## src/rtl/conv_seq_pkg.sv

```systemverilog
// Shared types for the conversion sequencer.
// Assumes nothing beyond a single clock domain.
package conv_seq_pkg;

    typedef enum logic [1:0] {
        PH_IDLE   = 2'd0,
        PH_SAMPLE = 2'd1,
        PH_CONV   = 2'd2
    } phase_t;

endpackage

```

## src/rtl/cs_trig_decode.sv

```systemverilog
// Trigger fan-out: decodes each slot's source-select code against the
// trigger lines and raises a per-slot request. Code 0 never matches; code k
// matches trig_in[k-1]. Codes above NUM_TRIG (if SRC_W allows) never match.
module cs_trig_decode #(
    parameter int NUM_SLOTS = 16,
    parameter int NUM_TRIG  = 3,
    parameter int SRC_W     = 2
) (
    input  logic [NUM_TRIG-1:0]        trig_in,
    input  logic [NUM_SLOTS*SRC_W-1:0] cfg_src,
    output logic [NUM_SLOTS-1:0]       hit
);
    localparam int EXT_N = 1 << SRC_W;

    logic [EXT_N-1:0] trig_ext;

    // Line table indexed directly by select code, entry 0 tied low.
    always_comb begin
        trig_ext = '0;
        trig_ext[NUM_TRIG:1] = trig_in;
    end

    generate
        for (genvar i = 0; i < NUM_SLOTS; i++) begin : g_slot
            // Per-slot match of its select code.
            assign hit[i] = trig_ext[cfg_src[i*SRC_W +: SRC_W]];
        end
    endgenerate
endmodule

```

## src/rtl/cs_pend_pick.sv

```systemverilog
// Pending-slot register with lowest-index-first selection.
// New requests OR into the vector, so a repeated request for a pending slot
// merges. A slot taken into service is cleared in the same edge; a request
// arriving in that edge for the same slot re-arms it.
module cs_pend_pick #(
    parameter int NUM_SLOTS = 16,
    parameter int SLOT_W    = 4
) (
    input  logic                 clk,
    input  logic                 rst_n,
    input  logic [NUM_SLOTS-1:0] hit,
    input  logic                 take,
    output logic                 any_pend,
    output logic [SLOT_W-1:0]    pick_idx
);
    logic [NUM_SLOTS-1:0] pend_q;
    logic [NUM_SLOTS-1:0] clr_mask;

    // Lowest set bit wins.
    always_comb begin
        pick_idx = '0;
        for (int i = NUM_SLOTS - 1; i >= 0; i--) begin
            if (pend_q[i]) pick_idx = SLOT_W'(i);
        end
    end

    assign any_pend = |pend_q;

    // One-hot clear for the slot granted this cycle.
    always_comb begin
        clr_mask = '0;
        if (take) clr_mask[pick_idx] = 1'b1;
    end

    // Pending state update.
    always_ff @(posedge clk) begin
        if (!rst_n) pend_q <= '0;
        else        pend_q <= (pend_q & ~clr_mask) | hit;
    end
endmodule

```

## src/rtl/cs_phase_ctl.sv

```systemverilog
// Converter phase controller: idle / sample / convert. It loads a slot's
// channel and window on grant, holds adc_sample for window+1 clocks, then
// adc_convert for CONV_CLKS clocks, then pulses eoc one clock later. On the
// last convert clock it grants the next pending slot directly, so slots run
// back to back with no idle gap.
module cs_phase_ctl
    import conv_seq_pkg::*;
#(
    parameter int WIN_W     = 6,
    parameter int CHAN_W    = 4,
    parameter int SLOT_W    = 4,
    parameter int CONV_CLKS = 13
) (
    input  logic              clk,
    input  logic              rst_n,
    input  logic              any_pend,
    input  logic [SLOT_W-1:0] pick_idx,
    input  logic [WIN_W-1:0]  pick_win,
    input  logic [CHAN_W-1:0] pick_chan,
    output logic              take,
    output logic [CHAN_W-1:0] mux_sel,
    output logic              adc_sample,
    output logic              adc_convert,
    output logic              eoc,
    output logic [SLOT_W-1:0] eoc_slot,
    output logic              active
);
    localparam int CV_W  = $clog2(CONV_CLKS);
    localparam int CNT_W = (WIN_W > CV_W) ? WIN_W : CV_W;

    phase_t            phase_q;
    logic [CNT_W-1:0]  cnt_q;
    logic [SLOT_W-1:0] slot_q;
    logic [CHAN_W-1:0] chan_q;
    logic              last_conv;

    assign last_conv = (phase_q == PH_CONV) && (cnt_q == '0);
    // Grant from idle, or chained off the final convert clock.
    assign take      = any_pend && ((phase_q == PH_IDLE) || last_conv);

    // Phase, counter and loaded slot context.
    always_ff @(posedge clk) begin
        if (!rst_n) begin
            phase_q <= PH_IDLE;
            cnt_q   <= '0;
            slot_q  <= '0;
            chan_q  <= '0;
        end else if (take) begin
            phase_q <= PH_SAMPLE;
            cnt_q   <= CNT_W'(pick_win);
            slot_q  <= pick_idx;
            chan_q  <= pick_chan;
        end else begin
            case (phase_q)
                PH_SAMPLE: begin
                    if (cnt_q == '0) begin
                        phase_q <= PH_CONV;
                        cnt_q   <= CNT_W'(CONV_CLKS - 1);
                    end else begin
                        cnt_q <= cnt_q - 1'b1;
                    end
                end
                PH_CONV: begin
                    if (cnt_q == '0) phase_q <= PH_IDLE;
                    else             cnt_q   <= cnt_q - 1'b1;
                end
                default: phase_q <= PH_IDLE;
            endcase
        end
    end

    // End-of-conversion pulse and its slot tag.
    always_ff @(posedge clk) begin
        if (!rst_n) begin
            eoc      <= 1'b0;
            eoc_slot <= '0;
        end else begin
            eoc <= last_conv;
            if (last_conv) eoc_slot <= slot_q;
        end
    end

    assign mux_sel     = chan_q;
    assign adc_sample  = (phase_q == PH_SAMPLE);
    assign adc_convert = (phase_q == PH_CONV);
    assign active      = (phase_q != PH_IDLE);
endmodule

```

## src/rtl/conv_seq_top.sv

```systemverilog
// Triggered conversion sequencer top. It fans trigger lines out to slots,
// keeps the pending set, and drives one converter through the pending slots
// in ascending order. Configuration inputs must be stable while busy.
module conv_seq_top #(
    parameter int NUM_SLOTS = 16,
    parameter int NUM_TRIG  = 3,
    parameter int CHAN_W    = 4,
    parameter int WIN_W     = 6,
    parameter int CONV_CLKS = 13,
    localparam int SRC_W    = $clog2(NUM_TRIG + 1),
    localparam int SLOT_W   = $clog2(NUM_SLOTS)
) (
    input  logic                          clk,
    input  logic                          rst_n,
    input  logic [NUM_TRIG-1:0]           trig_in,
    input  logic [NUM_SLOTS*CHAN_W-1:0]   cfg_chan,
    input  logic [NUM_SLOTS*SRC_W-1:0]    cfg_src,
    input  logic [NUM_SLOTS*WIN_W-1:0]    cfg_win,
    output logic [CHAN_W-1:0]             mux_sel,
    output logic                          adc_sample,
    output logic                          adc_convert,
    output logic                          eoc,
    output logic [SLOT_W-1:0]             eoc_slot,
    output logic                          busy
);
    logic [NUM_SLOTS-1:0] hit;
    logic                 take;
    logic                 any_pend;
    logic [SLOT_W-1:0]    pick_idx;
    logic [WIN_W-1:0]     pick_win;
    logic [CHAN_W-1:0]    pick_chan;
    logic                 active;

    cs_trig_decode #(
        .NUM_SLOTS(NUM_SLOTS), .NUM_TRIG(NUM_TRIG), .SRC_W(SRC_W)
    ) u_decode (
        .trig_in(trig_in), .cfg_src(cfg_src), .hit(hit)
    );

    cs_pend_pick #(
        .NUM_SLOTS(NUM_SLOTS), .SLOT_W(SLOT_W)
    ) u_pend (
        .clk(clk), .rst_n(rst_n), .hit(hit), .take(take),
        .any_pend(any_pend), .pick_idx(pick_idx)
    );

    // Fetch the selected slot's window and channel fields.
    always_comb begin
        pick_win  = cfg_win[pick_idx*WIN_W +: WIN_W];
        pick_chan = cfg_chan[pick_idx*CHAN_W +: CHAN_W];
    end

    cs_phase_ctl #(
        .WIN_W(WIN_W), .CHAN_W(CHAN_W), .SLOT_W(SLOT_W), .CONV_CLKS(CONV_CLKS)
    ) u_phase (
        .clk(clk), .rst_n(rst_n), .any_pend(any_pend), .pick_idx(pick_idx),
        .pick_win(pick_win), .pick_chan(pick_chan), .take(take),
        .mux_sel(mux_sel), .adc_sample(adc_sample), .adc_convert(adc_convert),
        .eoc(eoc), .eoc_slot(eoc_slot), .active(active)
    );

    assign busy = any_pend | active;
endmodule

```

## config.mk

```make
export PLATFORM = sky130hd
export DESIGN_NAME = conv_seq_top
export DESIGN_NICKNAME = d
export VERILOG_FILES = /design/src/rtl/conv_seq_pkg.sv /design/src/rtl/cs_trig_decode.sv /design/src/rtl/cs_pend_pick.sv /design/src/rtl/cs_phase_ctl.sv /design/src/rtl/conv_seq_top.sv
export SDC_FILE = /design/constraint.sdc
export NUM_CORES = 1
export LEC_CHECK = 0
export BUFFER_PORTS_ARGS = -buffer_cell sky130_fd_sc_hd__buf_2
export CAP_MARGIN = 25
export CORE_MARGIN = 10
export CORE_UTILIZATION = 35
export DETAILED_ROUTE_END_ITERATION = 8
export PLACE_DENSITY = 0.67
export REMOVE_ABC_BUFFERS = 1
export SLEW_MARGIN = 10
export SYNTH_ARGS = -nofsm -noshare
export SYNTH_HDL_FRONTEND = slang
export SYNTH_SLANG_ARGS = --single-unit
```

## constraint.sdc

```tcl
create_clock -name clk -period 2.95 [get_ports clk]
set_input_delay 0 -clock clk [delete_from_list [all_inputs] [get_ports clk]]
set_output_delay 0 -clock clk [all_outputs]
set_load 0.005 [all_outputs]
```

* After elaboration in Yosys (flattened, before gate mapping)
Index checks and enable logic that the tools add are counted.
Storage, ports and cells: logic and storage cells 114, flip-flop bits (word level) 37, output and inout bits 12
Operators by class: bitwise gates (word level) 5, shift-type cells 2, add/subtract/negate cells 1, reductions and logical operators 13, multiplexer cells 59, multiply operators 1, eq/ne operators 7, $lt $le $gt $ge 18
Operators with widths (count):
- $shiftx 96x8->6 | 1
- $mux 4 | 16
- $shiftx 64x7->4 | 1
- $lt 2x3->1 const B | 16
- $bmux 1 s2 | 16
- $mux 1 | 18
- $mux 6 | 3
- $and 16x16->16 | 1
- $mux 16 | 1
- $not 16->16 | 1
- $or 16x16->16 | 1
- $reduce_or 16->1 | 1
- $pmux 6 s2 | 1
- $logic_not 6->1 | 1
- $mul 4x2->6 const B | 1
- $ne 3x1->1 const B | 2
- $reduce_and 2->1 | 3
- $sub 6x1->6 const B | 1
- $lt 4x5->1 const B | 1
- $demux 1 s4 | 1
- $ge 4x1->1 const B | 1
- $mux 2 | 2
- $ne 2x1->1 const B | 2
- $pmux 2 s2 | 1
- other kinds (11) | 13

* Depth between registers and ports, before layout
Gate-level depths: netlist (run 1).
depth after elaboration 24, mapped depth 12, mapped depth without buffers 10

* By module
A second synthesis (run 1) with hierarchy kept.
Unflattened totals: cells, all modules 366, area, all modules 3485.8 um^2
Modules (own cells, without submodules):
- conv_seq_top | sequential area each 0.0 um^2, instances 1, area each 1184.9 um^2, cells an instance 87
- cs_phase_ctl | sequential area each 420.4 um^2, instances 1, area each 1048.5 um^2, cells an instance 120
- cs_pend_pick | sequential area each 320.3 um^2, instances 1, area each 837.1 um^2, cells an instance 107
- cs_trig_decode | sequential area each 0.0 um^2, instances 1, area each 415.4 um^2, cells an instance 52

* Worst setup path after synthesis (run 1)
Ideal clock, no wire load.
path kind register -> register, start point reg u_phase.cnt_q[0], end point reg u_phase.chan_q[2] (netlist: u_phase.mux_sel[2]), library setup time 128 ps, period minus slack after synthesis 2055 ps, stages on the path, launching flop included 12, buffers on the path 2, setup slack 895 ps, data arrival time 1926 ps, path through dfxtp_1 inv_1 ha_1 nor4b_2 nand2b_1 buf_2 a21oi_4 and2_1 buf_4 o21ai_1 a2111oi_2 a31oi_1
On the way: longest elaborated chain between the ends 4
RTL lines:
- from (decl) | RTL line cs_phase_ctl.sv:32 | logic [CNT_W-1:0] cnt_q;
- from (signal assigned) | RTL line cs_phase_ctl.sv:50 | cnt_q <= CNT_W'(pick_win);
- from (signal assigned) | RTL line cs_phase_ctl.sv:58 | cnt_q <= CNT_W'(CONV_CLKS - 1);
- from (signal assigned) | RTL line cs_phase_ctl.sv:60 | cnt_q <= cnt_q - 1'b1;
- $logic_not 6->1 | RTL line cs_phase_ctl.sv:37 | assign last_conv = (phase_q == PH_CONV) && (cnt_q == '0);
- $logic_and 1x1->1 | RTL line cs_phase_ctl.sv:37
- $logic_or 1x1->1 | RTL line cs_phase_ctl.sv:39 | assign take = any_pend && ((phase_q == PH_IDLE) || last_conv);
- $logic_and 1x1->1 | RTL line cs_phase_ctl.sv:39
- to (signal assigned) | RTL line cs_phase_ctl.sv:52 | chan_q <= pick_chan;
- to (decl) | RTL line cs_phase_ctl.sv:34 | logic [CHAN_W-1:0] chan_q;
Every way passes these cells. A chain may end at the register's enable or synchronous reset.

* Worst setup path after layout (run 1)
start point reg u_pend.pend_q[7], end point reg u_phase.cnt_q[5]
On the way: longest elaborated chain between the ends 11, elaborated cells between the ends (all ways) 16, classes of those cells 1 x mul; 1 x eq/ne; 1 x shift; 9 x mux; 4 x reduce/logical
RTL lines:
- from (decl) | RTL line cs_pend_pick.sv:16 | logic [NUM_SLOTS-1:0] pend_q;
- from (signal assigned) | RTL line cs_pend_pick.sv:38 | else pend_q <= (pend_q & ~clr_mask) | hit;
- $mux 4 (8 in a row) | RTL line cs_pend_pick.sv:23 | if (pend_q[i]) pick_idx = SLOT_W'(i);
- $mul 4x2->6 | RTL line conv_seq_top.sv:49 | pick_win = cfg_win[pick_idx*WIN_W +: WIN_W];
- $shiftx 96x8->6 | RTL line conv_seq_top.sv:49
- $mux 6 | RTL line cs_phase_ctl.sv:48 | end else if (take) begin
Several ways; a longest one is shown, not always the timed one.

==> results of run 1 <==
stage by stage:
stage	util	area, um^2
after floorplan	-	3342
after global placement	0.4744	4637
after detailed placement	0.4744	4637
after CTS	0.4828	4720
after global routing	0.4828	4720
final	0.4828	4720
placed cells by master (no fill, tap or decap), drive strengths merged, types with 5 or more instances in the layout:
master	instances
nor2b	11
o211ai	5
buf	218
nand3	33
o21ai	30
o22ai	8
a21oi	58
clkbuf	6
dfxtp	37
nor4	9
mux2i	32
a21boi	17
mux2	14
inv	5
nor2	43
nand2	132
a22oi	5
a31oi	9
kinds of logic (layout without fill, tap and decap cells):
logic type | after synthesis | in the layout
simple gates | 249 | 249
mux | 46 | 46
flops | 37 | 37
fa+ha+maj | 1 | 1
compound gates | 154 | 154
buf+inv | 37 | 231
cell type report:
type	instances	area [um^2]	area share
timing repair buffer	218	1129	0.2391
multi-input combinational	450	2582	0.5472
inverter	5	18.77	0.003977
tap	133	166.4	0.03526
sequential	37	740.7	0.1569
clock inverter	2	10.01	0.002121
clock buffer	6	72.57	0.01538
layer usage:
metal / wire (um) / track usage
met1: 6760 / 0.2515
met5: 0 / 0
met3: 1344 / 0.05444
met4: 197 / 0.04600
met2: 7780 / 0.3512
state kept, by name (all words and copies together) (netlist names):
name,cells
u_phase.slot_q,4
u_pend.pend_q,16
u_phase.phase_q,2
u_phase.eoc_slot,4
u_phase.eoc,1
u_phase.cnt_q,6
u_phase.mux_sel,4
final timing paths:
check / to / start / slack (ns)
setup / recovery: u_phase.cnt_q[5]$_SDFFE_PN0P_ / u_pend.pend_q[7]$_SDFF_PN0_ / 0.24
hold / removal: u_phase.mux_sel[3]$_SDFFE_PN0P_ / cfg_chan[51] / 0.01
setup reg to reg: u_phase.cnt_q[5]$_SDFFE_PN0P_ / u_pend.pend_q[7]$_SDFF_PN0_ / 0.24
hold reg to reg: u_phase.slot_q[0]$_SDFFE_PN0P_ / u_phase.slot_q[0]$_SDFFE_PN0P_ / 0.48
worst max-delay path, delay by kind of cell (launching register included):
kind	cells	cell delay (ns)
flip-flops	1	0.36
AND/OR/NAND/NOR	3	1.34
multiplexers	1	0.26
AO/OA/AOI/OAI	3	0.60
where the power goes:
| group | total [mW] | internal [mW] | switching, mW |
|---|---|---|---|
| Combinational | 1.52 | 0.610 | 0.909 |
| Clock | 0.344 | 0.164 | 0.180 |
| Sequential | 0.713 | 0.604 | 0.108 |
| Total | 2.58 | 1.38 | 1.20 |
==> summary.md, run 1 <==
| Metric | Value |
|---|---|
| # hold bufs at CTS | `0` |
| Crit path capture type | `flip-flop` |
| Filler cells | `roughly 1,000` |
| Yosys warnings | `0` |
| Initial DRC Count | `293` |
| Vias in the first global route | `around 4,800` |
| Share of synthesized flip-flops with an asynchronous set or reset | `0` |
| WL/cell | `about 19 um` |
| Worst Hold Path Cells | `3` |
| Port bufs | `208` |
| Setup Buffers After CTS | `0` |
| Ant diodes | `0` |
| Max clock buf depth | `2` |
| Die width | `between 100 and 150 um` |
| Total Routed Length | `16.08 mm` |
| Adder-cell share of the synthesized area | `0.003547` |
| Routed Antenna Nets | `0` |
| Register area share after synthesis | `0.2100` |
| Max stage delay on crit path | `0.50 ns` |
| Hold WS | `0.01005 ns` |
| Critical path peak fanout | `29` |
| RePlAce Congestion | `0.9570` |
| Top-count cell post-synth | `nand2_1` |
| Leak | `between 2 and 2.5 nW` |
| Clk slew on worst S/H paths | `roughly 0.070 ns` |
| Finished Layout Cells | `851` |
| Crit path max-delay cell type | `nor4_1` |
| P per Cell Area | `545.8 nW/um^2` |
| Avg Inst Size Synth | `6.731 um^2` |
| Initial antenna violation count | `0` |
| Max-Cap Viols | `0` |
| Dominant cell type by area after synthesis | `dfxtp_1` |
| Quantity of gates resized following cts | `0` |
| Achievable Freq | `between 300 and 400 MHz` |
| Number of library cell types mapped by synthesis | `57` |
| Setup crit start kind | `flip-flop` |
| CP Class | `flip-flop to flip-flop` |
| Min-delay worst type | `input pin to flip-flop` |
| Post-DP HPWL | `between 10 and 15 mm` |
| Post-synthesis xor/xnor area fraction | `0` |
| TNS Setup | `0 ns` |
| Endpoints failing hold | `0` |
| Most area-consuming cells after synthesis | `dfxtp_1, nand2_1, mux2i_1` |
| Chip Height | `120.4 um` |
| Clock Sinks | `37` |
| Core area | `9774 um^2` |
| Via density | `~5.5` |
| Simple-gate portion of the synthesized area | `0.3125` |
| Share of cells above drive strength 1 | `0.3607` |
| Final net count | `915` |
| Pin count of the biggest net entering global routing | `41` |
| Placement Rows | `36` |
| Number of top-level pins | `209` |
| Mapped Cells | `roughly 520` |
| Total number of vias | `4,639` |
| Outcome | `finished clean` |
| CTS tree | `done` |
| Area fraction of the dominant cell type after synthesis | `0.2100` |
| Cell Chain, Critical Path | `or3_1 -> o211ai_2 -> and2_4 -> mux2i_1 -> o21ai_0 -> nor4_1 -> a31oi_1` |
| Worst setup margin | `0.2358 ns` |
| Slew @ Worst Pin | `between 0.7 and 0.8 ns` |
| Area Overhead vs Synth | `33.81%` |
| Final worst-path cycle share | `0.9201` |
| Residual DRC | `0` |
| Tot GR Track Use | `0.2054` |
| Placed cells | `843` |
| Critical path required time | `around 3.1 ns` |
| Grt ovf | `0` |
| Slew Viols, Final | `0` |
| Number of cells on the worst reg-to-reg path | `7` |
| Num CTS Buffers | `5` |
| Full die area | `around 14,000 um^2` |
| Insertion delay to the later sink of the worst-skew pair | `approximately 0.29 ns` |
| Largest family of logic cells by synthesized area | `simple AND/OR/NAND/NOR gates` |
| Clk_skew | `0.004923 ns` |
| Setup WS pre-CTS | `0.3543 ns` |
| 1st-pass router iterations | `5` |
| Min cycle time layout | `2.714 ns` |
| Main flop type after synthesis | `dfxtp_1` |
| Area fraction in compound gates after synthesis | `0.2806` |
| Ranking of synthesized cells by instance count | `nand2_1, a21oi_1, nor2_1` |
| Mapped cell area | `between 3000 and 4000 um^2` |
| RSZ-0062 raised after global routing | `no` |
| Initial core utilization | `0.3609` |
| Design Power | `2.576 mW` |
| Slew HR | `0.4821` |
| H-tree levels | `2` |
| Max rail drop VDD | `0.2905 mV` |
| Final setup vio count | `0` |
| First-pass GRT wire length | `24.47 mm` |
| EDFF count, synth | `0` |
| Arr. time, crit path | `2.87 ns` |
| Root Buffer | `clkbuf_8` |
| #FFs+latches synth | `37` |
| Mux cell area share after synthesis | `0.1355` |
(Power assumes the default switching activity.)
==> inputs of run 2 (changes only) <==
--- a/config.mk
+++ b/config.mk
@@ -7,6 +7,7 @@
 export LEC_CHECK = 0
 export BUFFER_PORTS_ARGS = -buffer_cell sky130_fd_sc_hd__buf_2
 export CAP_MARGIN = 25
+export CORE_ASPECT_RATIO = 0.75
 export CORE_MARGIN = 10
 export CORE_UTILIZATION = 35
 export DETAILED_ROUTE_END_ITERATION = 8
==> run 2 against run 1 <==
Against the previous run: routed wire length grew 0.30%; setup slack lost 0.11 ns; cell area up 1.4%; non-clock buffer count increased by 3; die area increased by 0.29%; sequential cell count unchanged; global-route usage is 0.22 points higher; worst hold slack better by 0.015 ns; critical path type unchanged; critical endpoint is now u_phase.mux_sel[3]$_SDFFE_PN0P_; largest power group unchanged; highest routed layer unchanged.
==> summary.md, run 2 (synthesis results as in run 1) <==
| Metric | Value |
|---|---|
| Clock power share | `0.185` |
| Top flop regs | `u_pend.pend_q (16), u_phase.cnt_q (6)` |
| RePlAce Congestion | `~0.95` |
| Setup WS pre-CTS | `0.3297 ns` |
| Leak | `~2.3 nW` |
| Initial core utilization | `0.3623` |
| Clock Sinks | `37` |
| CTS tree | `done` |
| Initial antenna violation count | `0` |
| Hold WS | `0.02510 ns` |
| Clk_skew | `0.002589 ns` |
| Pin count of the biggest net entering global routing | `39` |
| Chip Height | `106.9 um` |
| Achievable Freq | `~350 MHz` |
| Max stage delay on crit path | `0.70 ns` |
| Residual DRC | `0` |
| Min cycle time layout | `2.825 ns` |
| Insertion delay to the later sink of the worst-skew pair | `0.28 ns` |
| Final worst-path cycle share | `0.9577` |
| Outcome | `finished clean` |
| Cell Chain, Critical Path | `nor2_1 -> o311ai_1 -> o311ai_2 -> a21o_1 -> and2_1 -> a21boi_0 -> a2111oi_1 -> a21oi_1` |
| Via density | `5.549` |
| Sequential fraction of design power | `0.259` |
| Worst setup margin | `0.1248 ns` |
| Share of cells above drive strength 1 | `0.3634` |
| Min-delay worst type | `input pin to flip-flop` |
| RSZ-0062 raised after global routing | `no` |
| Total number of vias | `4,739` |
| Most common cell after layout, fill and taps aside | `buf_2` |
| Number of top-level pins | `~210` |
| P per Cell Area | `580.1 nW/um^2` |
| Max clock buf depth | `2` |
| Port bufs | `208` |
| Slew HR | `0.5073` |
| Crit path capture type | `flip-flop` |
| Most frequent cells in the layout | `buf_2, nand2_1, a21oi_1, nor2_1, dfxtp_1` |
| Grt ovf | `0` |
| Vias in the first global route | `between 4,000 and 5,000` |
| Worst path top cell family by delay | `compound AO/OA/AOI/OAI gates` |
| # hold bufs at CTS | `0` |
| Max-Cap Viols | `0` |
| Critical path peak fanout | `12` |
| Initial DRC Count | `398` |
| Post-DP HPWL | `13.29 mm` |
| Slew Viols, Final | `0` |
| Setup crit start kind | `flip-flop` |
| Num CTS Buffers | `5` |
| Max FFs per register | `16` |
| Max rail drop VDD | `0.2947 mV` |
| Slew @ Worst Pin | `0.7372 ns` |
| Root Buffer | `clkbuf_16` |
| Switching Share | `0.4477` |
| Placement Rows | `31` |
| H-tree levels | `2` |
| WL/cell | `roughly 19 um` |
| Worst path bufs/invs | `0` |
| Clk slew on worst S/H paths | `around 0.06 ns` |
| Design Area, Final | `4787 um^2` |
| Final net count | `918` |
| Endpoints failing hold | `0` |
| Die width | `135.9 um` |
| Routed Antenna Nets | `0` |
| TNS Setup | `0 ns` |
| Core area | `9736 um^2` |
| Placed Area | `4646 um^2` |
| Final setup vio count | `0` |
| Crit path max-delay cell type | `a2111oi_1` |
| Arr. time, crit path | `2.96 ns` |
| 1st-pass router iterations | `5` |
| Full die area | `14,530 um^2` |
| CP Class | `flip-flop to flip-flop` |
| Quantity of gates resized following cts | `0` |
| Pint | `1.534 mW` |
| P_sw | `1.243 mW` |
| Critical path required time | `3.08 ns` |
| Area Overhead vs Synth | `35.72%` |
| Top reg by flops | `u_pend.pend_q` |
| First-pass GRT wire length | `24.52 mm` |
| Combinational share of power | `0.556` |
| Tot GR Track Use | `0.2076` |
| Setup Buffers After CTS | `0` |
| Total Routed Length | `16.13 mm` |
-- run 2: worst paths after layout --
check	startpoint	to	slack, ns	depth (start not counted)
worst max-delay path	u_pend.pend_q[15]$_SDFF_PN0_	u_phase.mux_sel[3]$_SDFFE_PN0P_	0.12	8
worst min-delay path	cfg_src[12]	u_pend.pend_q[6]$_SDFF_PN0_	0.03	3
worst max register to register	u_pend.pend_q[15]$_SDFF_PN0_	u_phase.mux_sel[3]$_SDFFE_PN0P_	0.12	8
worst min register to register	u_phase.slot_q[3]$_SDFFE_PN0P_	u_phase.slot_q[3]$_SDFFE_PN0P_	0.49	2
-- run 2: power groups by stage --
stage          combinational [mW]  sequential, mW  clock (mW)
2_1_floorplan               0.954           0.697           0
5_1_grt                      1.70           0.728       0.548
3_3_place_gp                 1.48           0.719           0
3_5_place_dp                 1.51           0.723           0
6_report                     1.54           0.719       0.514
4_1_cts                      1.52           0.712       0.522
-- run 2: metrics by stage --
step	util	power [mW]	instances
after floorplan	-	1.651	492
after global placement	0.4772	2.196	845
after detailed placement	0.4772	2.232	845
after CTS	0.4915	2.755	853
after global routing	0.4915	2.972	853
final	0.4917	2.777	854
-- run 2: per-layer routing --
layer  vias to the layer above  track usage  share of wire
li1                       2273            -              -
met1                      2171       0.2467           0.40
met2                       266       0.3518           0.48
met3                        29      0.07463           0.10
met4                         0      0.04401          0.015
met5                         -            0              0
-- run 2: worst register-to-register path, cell delays in order (launching register included) --
cell and delay [ns]:
dfxtp_1 0.37, nor2_1 0.06, o311ai_1 0.37, o311ai_2 0.27, a21o_1 0.41, and2_1 0.25, a21boi_0 0.13, a2111oi_1 0.70
a21oi_1 0.13
-- run 2: layout make-up --
type                            instances  area, um^2
Tap cell                              132       165.2
Clock buffer                            6       128.9
Timing Repair Buffer                  221        1139
Clock inverter                          2       10.01
Antenna cell                            1       2.502
Multi-Input combinational cell        450        2582
Fill cell                            1023        4949
Sequential cell                        37       740.7
Inverter                                5       18.77
==> inputs of run 3 (changes only) <==
--- a/config.mk
+++ b/config.mk
@@ -9,9 +9,10 @@
 export CAP_MARGIN = 25
 export CORE_ASPECT_RATIO = 0.75
 export CORE_MARGIN = 10
-export CORE_UTILIZATION = 35
+export CORE_UTILIZATION = 45
 export DETAILED_ROUTE_END_ITERATION = 8
-export PLACE_DENSITY = 0.67
+export GPL_TIMING_DRIVEN = 0
+export PLACE_DENSITY = 0.82
 export REMOVE_ABC_BUFFERS = 1
 export SLEW_MARGIN = 10
 export SYNTH_ARGS = -nofsm -noshare
==> run 3 against run 2 <==
Against the previous run: worst hold slack worse by 0.0067 ns; register-to-register slack worse by 0.02 ns; via count down 2.7%; clock skew about the same; utilization up 14 points; clock power down 10%; combinational power down 3%; largest power group unchanged.
==> summary.md, run 3 (synthesis results as in run 1) <==
| Metric | Value |
|---|---|
| Hold WS | `0.01841 ns` |
| Via density | `5.676` |
| Most common cell after layout, fill and taps aside | `buf_2` |
| Leak | `between 2 and 2.5 nW` |
| CP endpoint | `u_phase.mux_sel[3]$_SDFFE_PN0P_` |
| Slew Viols, Final | `0` |
| Crit path capture type | `flip-flop` |
| # hold bufs at CTS | `0` |
| Worst reg2reg endpoint | `u_phase.mux_sel[3]$_SDFFE_PN0P_` |
| Area Overhead vs Synth | `32.85%` |
| Filler cells | `687` |
| Ant diodes | `0` |
| R2r setup slk | `0.10 ns` |
| Arr. time, crit path | `~3 ns` |
| Grt ovf | `0` |
| Tot GR Track Use | `0.2365` |
| Root Buffer | `clkbuf_8` |
| Final setup vio count | `0` |
| Placed cells | `803` |
| Endpoints failing hold | `0` |
| First-pass GRT wire length | `23.07 mm` |
| Setup crit start kind | `flip-flop` |
| Reg area | `~740 um^2` |
| WL/cell | `18.29 um` |
| Core Util, Final | `0.6276` |
| Total Routed Length | `14.85 mm` |
| 1st-pass router iterations | `5` |
| Achievable Freq | `351.2 MHz` |
| RePlAce Congestion | `approximately 0.9` |
| Port bufs | `208` |
| Clk slew on worst S/H paths | `about 0.07 ns` |
| Area taken by multi-input logic gates | `about 2600 um^2` |
| Pint | `1.474 mW` |
| Top flop regs | `u_pend.pend_q (16), u_phase.cnt_q (6)` |
| Routed Antenna Nets | `0` |
| Final worst-path cycle share | `0.9652` |
| Insertion delay to the later sink of the worst-skew pair | `0.29 ns` |
| Clock power share | `0.173` |
| Worst path bufs/invs | `0` |
| Vias in the first global route | `roughly 4,600` |
| Residual DRC | `0` |
| Num CTS Buffers | `5` |
| Max stage delay on crit path | `0.53 ns` |
| Met1 WL | `5.754 mm` |
| Placement Rows | `27` |
| Slew HR | `0.4003` |
| Placed Area | `4561 um^2` |
| Worst setup margin | `0.1027 ns` |
| H-tree levels | `2` |
| Uppermost layer routed | `met4` |
| Max rail drop VDD | `0.3117 mV` |
| Design Area, Final | `4686 um^2` |
| Levels on crit path | `8` |
| Critical path required time | `3.11 ns` |
| Number of cells on the worst reg-to-reg path | `8` |
| P_sw | `~1.2 mW` |
| Initial core utilization | `0.4724` |
| Post-DP HPWL | `around 12 mm` |
| Min-delay worst type | `input pin to flip-flop` |
| Min cycle time layout | `2.847 ns` |
| Most frequent cells in the layout | `buf_2, nand2_1, a21oi_1, nor2_1, dfxtp_1` |
| CTS tree | `done` |
| Cell Chain, Critical Path | `nor2_1 -> o311ai_1 -> o311ai_2 -> a21o_1 -> and2_1 -> a21boi_0 -> a2111oi_1 -> a21oi_1` |
| Initial antenna violation count | `0` |
| Max-Cap Viols | `0` |
| Worst path top cell family by delay | `compound AO/OA/AOI/OAI gates` |
| Worst Hold Path Cells | `3` |
| Switching Share | `0.4472` |
| Final net count | `908` |
| Initial DRC Count | `359` |
| Critical Path Source | `u_pend.pend_q[15]$_SDFF_PN0_` |
| Clock Sinks | `37` |
| Max FFs per register | `16` |
| Core area | `7466 um^2` |
| Number of top-level pins | `209` |
| P per Cell Area | `569.1 nW/um^2` |
| Total number of vias | `4,609` |
| RR Startpoint | `u_pend.pend_q[15]$_SDFF_PN0_` |
| Finished Layout Cells | `812` |
| Combinational share of power | `0.561` |
| Outcome | `finished clean` |
| Slew @ Worst Pin | `0.8974 ns` |
| Chip Height | `between 90 and 100 um` |
| Met2 WL post-DR | `about 7.3 mm` |
| Critical path peak fanout | `20` |
| Crit path max-delay cell type | `a21o_1` |
| Max clock buf depth | `2` |
| Pin count of the biggest net entering global routing | `39` |
| Sequential fraction of design power | `0.266` |
| Detail Route met3 WL | `1.524 mm` |
| Share of cells above drive strength 1 | `0.3586` |
| CP Class | `flip-flop to flip-flop` |
| Clk_skew | `0.002430 ns` |
| Setup WS pre-CTS | `0.1338 ns` |
| Full die area | `11,820 um^2` |
| RSZ-0062 raised after global routing | `no` |
| Top reg by flops | `u_pend.pend_q` |
| Die width | `122.2 um` |
==> run 3: changes by cell type in the layout (fill, tap and decap cells not counted), sizes merged <==
cell and delta:
buf -10, clkbuf +1, clkinv -2, bufinv +1
diode -1
==> run 3: metrics by stage <==
step                      power [mW]  setup TNS [ns]
after floorplan                1.651               0
after detailed placement       2.178               0
after global routing           2.849               0
after global placement         2.110         -0.9214
final                          2.666               0
after CTS                      2.639               0
==> run 3: repair_timing <==
action	CTS	global route
endpoints found under the setup margin	0	3
setup buffers	0	0
endpoints found under the hold margin	0	0
gates resized for setup	0	2
==> run 3: worst reg2reg max path, cell delays in order, from the launching register on <==
cell       delay (ns)
dfxtp_1          0.39
nor2_1           0.06
o311ai_1         0.36
o311ai_2         0.25
a21o_1           0.53
and2_1           0.33
a21boi_0         0.16
a2111oi_1        0.52
a21oi_1          0.11
==> run 3: layer usage <==
metal | up-vias | global-route usage
met5 | - | 0
met4 | 0 | 0.06104
met3 | 19 | 0.07416
met2 | 258 | 0.3994
met1 | 2090 | 0.2810
li1 | 2242 | -
==> run 3: worst min-delay path by stage <==
stage                      startpoint                            end  slack (ns)
after floorplan                 rst_n  u_phase.cnt_q[4]$_SDFFE_PN0P_        0.12
after global placement    cfg_src[30]   u_pend.pend_q[15]$_SDFF_PN0_        0.31
after detailed placement  cfg_src[20]   u_pend.pend_q[10]$_SDFF_PN0_        0.32
after CTS                 cfg_src[20]   u_pend.pend_q[10]$_SDFF_PN0_        0.02
after global routing      cfg_src[28]   u_pend.pend_q[14]$_SDFF_PN0_        0.03
final                     cfg_src[20]   u_pend.pend_q[10]$_SDFF_PN0_        0.02
==> run 3: cell type report <==
class                      instances  area share
tap                              101     0.02697
clock inverter                     1    0.006409
timing repair buffer             211      0.2323
inverter                           5    0.004005
clock buffer                       7     0.01842
sequential                        37      0.1581
multi-input combinational        450      0.5538
==> run 3: power groups by stage <==
| stage | Clock, mW | Sequential, mW | Combinational [mW] |
|---|---|---|---|
| floorplan | 0 | 0.697 | 0.954 |
| global placement | 0 | 0.711 | 1.40 |
| detailed placement | 0 | 0.716 | 1.46 |
| CTS | 0.466 | 0.705 | 1.47 |
| global route | 0.484 | 0.722 | 1.64 |
| finish | 0.461 | 0.709 | 1.50 |
